$ cat src/rtl/jkreg_pkg.sv
package jkreg_pkg;
  typedef enum logic {
    MODE_LOAD  = 1'b0,
    MODE_SHIFT = 1'b1
  } mode_e;

  typedef enum logic [1:0] {
    JK_CLEAR  = 2'b00,
    JK_HOLD   = 2'b01,
    JK_TOGGLE = 2'b10,
    JK_SET    = 2'b11
  } jk_op_e;
endpackage

$ cat src/rtl/jk_head_stage.sv
module jk_head_stage
  import jkreg_pkg::*;
(
  input  logic cur,
  input  logic ser_j,
  input  logic ser_kb,
  output logic nxt
);
  jk_op_e op;

  always_comb begin
    op = jk_op_e'({ser_j, ser_kb});
    unique case (op)
      JK_HOLD:   nxt = cur;
      JK_CLEAR:  nxt = 1'b0;
      JK_SET:    nxt = 1'b1;
      JK_TOGGLE: nxt = ~cur;
      default:   nxt = cur;
    endcase
  end
endmodule

$ cat src/rtl/stage_select.sv
module stage_select
  import jkreg_pkg::*;
#(
  parameter int WIDTH = 4
) (
  input  mode_e            mode,
  input  logic [WIDTH-1:0] par_d,
  input  logic [WIDTH-1:0] cur,
  input  logic             head_nxt,
  output logic [WIDTH-1:0] nxt
);
  // stage 0 takes the J-K result in shift mode
  always_comb begin
    if (mode == MODE_SHIFT) nxt[0] = head_nxt;
    else                    nxt[0] = par_d[0];
  end

  // every later stage takes its neighbour in shift mode
  for (genvar i = 1; i < WIDTH; i++) begin : g_stage
    always_comb begin
      if (mode == MODE_SHIFT) nxt[i] = cur[i-1];
      else                    nxt[i] = par_d[i];
    end
  end
endmodule

$ cat src/rtl/jk_shift_load_reg.sv
module jk_shift_load_reg
  import jkreg_pkg::*;
#(
  parameter int WIDTH = 4
) (
  input  logic             clk,
  input  logic             clr_n,
  input  logic             shift_en,
  input  logic             ser_j,
  input  logic             ser_kb,
  input  logic [WIDTH-1:0] par_d,
  output logic [WIDTH-1:0] q,
  output logic             q_last_n
);
  localparam int LAST = WIDTH - 1;

  mode_e            mode;
  logic             head_nxt;
  logic [WIDTH-1:0] stage_nxt;
  logic [WIDTH-1:0] stage_q;

  assign mode = mode_e'(shift_en);

  jk_head_stage u_head (
    .cur    (stage_q[0]),
    .ser_j  (ser_j),
    .ser_kb (ser_kb),
    .nxt    (head_nxt)
  );

  stage_select #(.WIDTH(WIDTH)) u_sel (
    .mode     (mode),
    .par_d    (par_d),
    .cur      (stage_q),
    .head_nxt (head_nxt),
    .nxt      (stage_nxt)
  );

  // the asynchronous clear overrides every clock edge
  always_ff @(posedge clk or negedge clr_n) begin
    if (!clr_n) stage_q <= '0;
    else        stage_q <= stage_nxt;
  end

  assign q        = stage_q;
  assign q_last_n = ~stage_q[LAST];

  // the loaded word equals par_d whatever J and K-bar were
  assert_load_capture_R1: assert property (@(posedge clk) disable iff (!clr_n)
    !shift_en |=> q == $past(par_d));

  if (WIDTH > 1) begin : g_chain_chk
    assert_shift_chain_R2: assert property (@(posedge clk) disable iff (!clr_n)
      shift_en |=> q[WIDTH-1:1] == $past(q[WIDTH-2:0]));
  end

  assert_head_hold_R4: assert property (@(posedge clk) disable iff (!clr_n)
    (shift_en && !ser_j && ser_kb) |=> q[0] == $past(q[0]));

  assert_head_reset_R5: assert property (@(posedge clk) disable iff (!clr_n)
    (shift_en && !ser_j && !ser_kb) |=> !q[0]);

  assert_head_set_R6: assert property (@(posedge clk) disable iff (!clr_n)
    (shift_en && ser_j && ser_kb) |=> q[0]);

  assert_head_toggle_R7: assert property (@(posedge clk) disable iff (!clr_n)
    (shift_en && ser_j && !ser_kb) |=> q[0] != $past(q[0]));

  assert_clear_zero_R8: assert property (@(posedge clk)
    !clr_n |-> (q == '0 && q_last_n));
endmodule

$ cat config.mk
export PLATFORM = sky130hd
export DESIGN_NAME = jk_shift_load_reg
export DESIGN_NICKNAME = d
export VERILOG_FILES = /design/src/rtl/jkreg_pkg.sv /design/src/rtl/jk_head_stage.sv /design/src/rtl/stage_select.sv /design/src/rtl/jk_shift_load_reg.sv
export SDC_FILE = /design/constraint.sdc
export NUM_CORES = 1
export LEC_CHECK = 0
export BUFFER_PORTS_ARGS = -buffer_cell sky130_fd_sc_hd__buf_2
export CORE_AREA = 10 10 47 49
export DETAILED_ROUTE_END_ITERATION = 6
export DIE_AREA = 0 0 57 59
export REMOVE_ABC_BUFFERS = 1
export SLEW_MARGIN = 15
export SYNTH_ARGS = -nofsm -noshare
export SYNTH_HDL_FRONTEND = slang
export SYNTH_SLANG_ARGS = --single-unit
$ cat constraint.sdc
create_clock -name clk -period 1.15 [get_ports clk]
set_input_delay 0.1725 -clock clk [delete_from_list [all_inputs] [get_ports clk]]
set_output_delay 0.1725 -clock clk [all_outputs]
set_load 0.05 [all_outputs]
==> qor.txt <==
Met3 WL = 133 µm
Total power = 464 µW
Max-Cap Viols = 0
Sequential share of the synthesized area = 61.1%
Hold Path Sink = q[1]$_DFF_PN0_
Core ar. = 1400 µm²
I/O pin total = 14
Netlist cell types = 7
Inserted Clock Buffers = 3
Post-DP HPWL = 416 µm
Max FO, Critical Path = 3
Yosys reg bits = 4
Met1 WL = 266 µm
Max FFs per register = 4
DRC = 0
Global-route total usage across every layer = 3.43%
F_max = 0.937 GHz
Pin count of the biggest net entering global routing = 6
Final Critical Period = 1.07 ns
Period utilisation layout = 92.9%
Top cell type's share of synthesized area = 61.1%
Antenna violations before repair = 0
Max-slew violations = 0
ANT cells = 0
Reg-to-reg endpoint = q[1]$_DFF_PN0_
Reg-to-reg slack, setup = 0.37 ns
Vias/cell = 3.30
Crit path max-delay family = flip-flops
Worst-margin pin slew = 0.260 ns
Dpl cells = 40
Iter 0 DRT Violations = 1
Drt wl/cell = 11.6 µm
Synth Warn # = 0
Clock Sinks = 4
Crit path capture type = primary output
Initial core utilization = 11.7%
CTS tree = built
Synthesized area per cell = 13.7 µm²
Top Metal Used = met3
Final Util = 19.6%
Critical path arrival = 0.90 ns
Leakage = 0.000141 µW
Area contributors post-synth = dfrtp_1 61%, mux2_2 21%, mux2i_1 6.1%, buf_4 4.6%, a21oi_1 3.1%
Crit-path cells = buf_2
Hold wc startpoint = par_d[1]
Finished Layout Cells = 44
P&R area growth vs syn = 67.2%
R2R cell count = 1
Htree depth = 1
Clk slew on worst S/H paths = 0.04 ns
Hold Path Class = in -> reg
Crit path launch type = flop
Setup Skew = 0.000520 ns
Setup Total Neg Slack = 0 ns
Final GP Congestion = 0.667
Worst-skew pair later-pin latency = 0.24 ns
1st-pass router iterations = 2
Die Span Y = 59 µm
Share of cells above drive strength 1 = 67.9%
WL final = 512 µm
Final setup viols = 0
Synth Instances = 12
Relative slew slack = 82.8%
Rows = 14
Input/output buffers = 13
Crit path required time = 0.98 ns
P per Cell Area = 1690 nW/µm²
Highest cell delay on the worst timing path = 0.37 ns
Number of global-route vias before repair = 184
Critical R2R Launch = q[0]$_DFFE_PN0P_
WL met2 = 112 µm
Synth area leader = dfrtp_1
Status = finished clean
WS Path Type = reg -> out
Worst-case clock buffer depth = 2
ANT nets after route = 0
First-pass GRT wire length = 821 µm
Grt ovf = 0
Final Hold Vio Count = 0
Die footprint = 3360 µm²
Max VDD drop = 0.000597 V
Die width = 57 µm
Hold Path Stages = 2
Filler cell count = 153
Vias = 145
RSZ-0062 raised after global routing = no
Max stage delay cell, worst path = dfrtp_1
Root buffer cell = clkbuf_4
Bufs and invs on worst path = 1
Final #Nets = 39
Cell Area, Synth = 164 µm²
final cells by class:
class                           count  area, µm²  area share (%)
Inverter                            1       3.75            1.37
Timing Repair Buffer               14       75.1            27.4
Sequential cell                     4        100            36.5
Clock buffer                        3       22.5            8.22
Tap cell                           16       20.0            7.31
Multi-Input combinational cell      6       52.6            19.2
metrics by stage:
stage / cell area [µm²] / setup slack [ns] / hold WS [ns]
2_1_floorplan: 156 / 0.0352 / -0.123
3_3_place_gp: 241 / 0.339 / -0.0186
3_5_place_dp: 241 / 0.322 / -0.0142
4_1_cts: 274 / 0.0661 / 0.164
5_1_grt: 274 / 0.0350 / 0.173
6_report: 274 / 0.0822 / 0.171
cell usage in the layout, fill, tap and decap left out, drive strengths merged:
cell	count
buf	13
inv	1
clkbuf	3
a21oi	1
dlygate4sd3	1
mux2	3
nor2	1
dfrtp	4
mux2i	1
synthesized netlist by cell type, drive strengths merged:
master and count:
dfrtp 4, mux2 3, a21oi 1, buf 1
inv 1, mux2i 1, nor2 1
layer usage:
metal  GRT usage, %  vias up
met1           3.48       56
met5              0        -
met2           3.10       16
met4              0        0
met3           6.44        0
li1               -       73
worst max path at each step:
stage | depth (start not counted) | from | slack, ns | end
5_1_grt | 2 | q[3]$_DFF_PN0_ | 0.03 | q_last_n
3_3_place_gp | 2 | q[3]$_DFF_PN0_ | 0.34 | q_last_n
3_5_place_dp | 1 | q[0]$_DFFE_PN0P_ | 0.32 | q[0]
4_1_cts | 1 | q[0]$_DFFE_PN0P_ | 0.07 | q[0]
2_1_floorplan | 1 | q[3]$_DFF_PN0_ | 0.04 | q_last_n
6_report | 1 | q[0]$_DFFE_PN0P_ | 0.08 | q[0]
timing repair:
action / CTS / global route
buffers inserted: 0 / 0
endpoints found under the setup margin: 0 / 0
endpoints found under the hold margin: 4 / 0
resized for setup: 0 / 0
hold buffers: 1 / 0
cell families (layout without fill, tap and decap cells):
group	Yosys count	count (layout)	share of synthesized area, %
simple gates	1	1	2.29
mux	4	4	26.7
compound gates	1	1	3.05
flops	4	4	61.1
buf+inv	2	18	6.87
power breakdown:
part	internal, µW	total (µW)	switching (µW)
Sequential	155	162	7.24
Combinational	36.8	122	84.8
Clock	117	180	63.2
No activity file was read; power rests on OpenSTA's default activity.
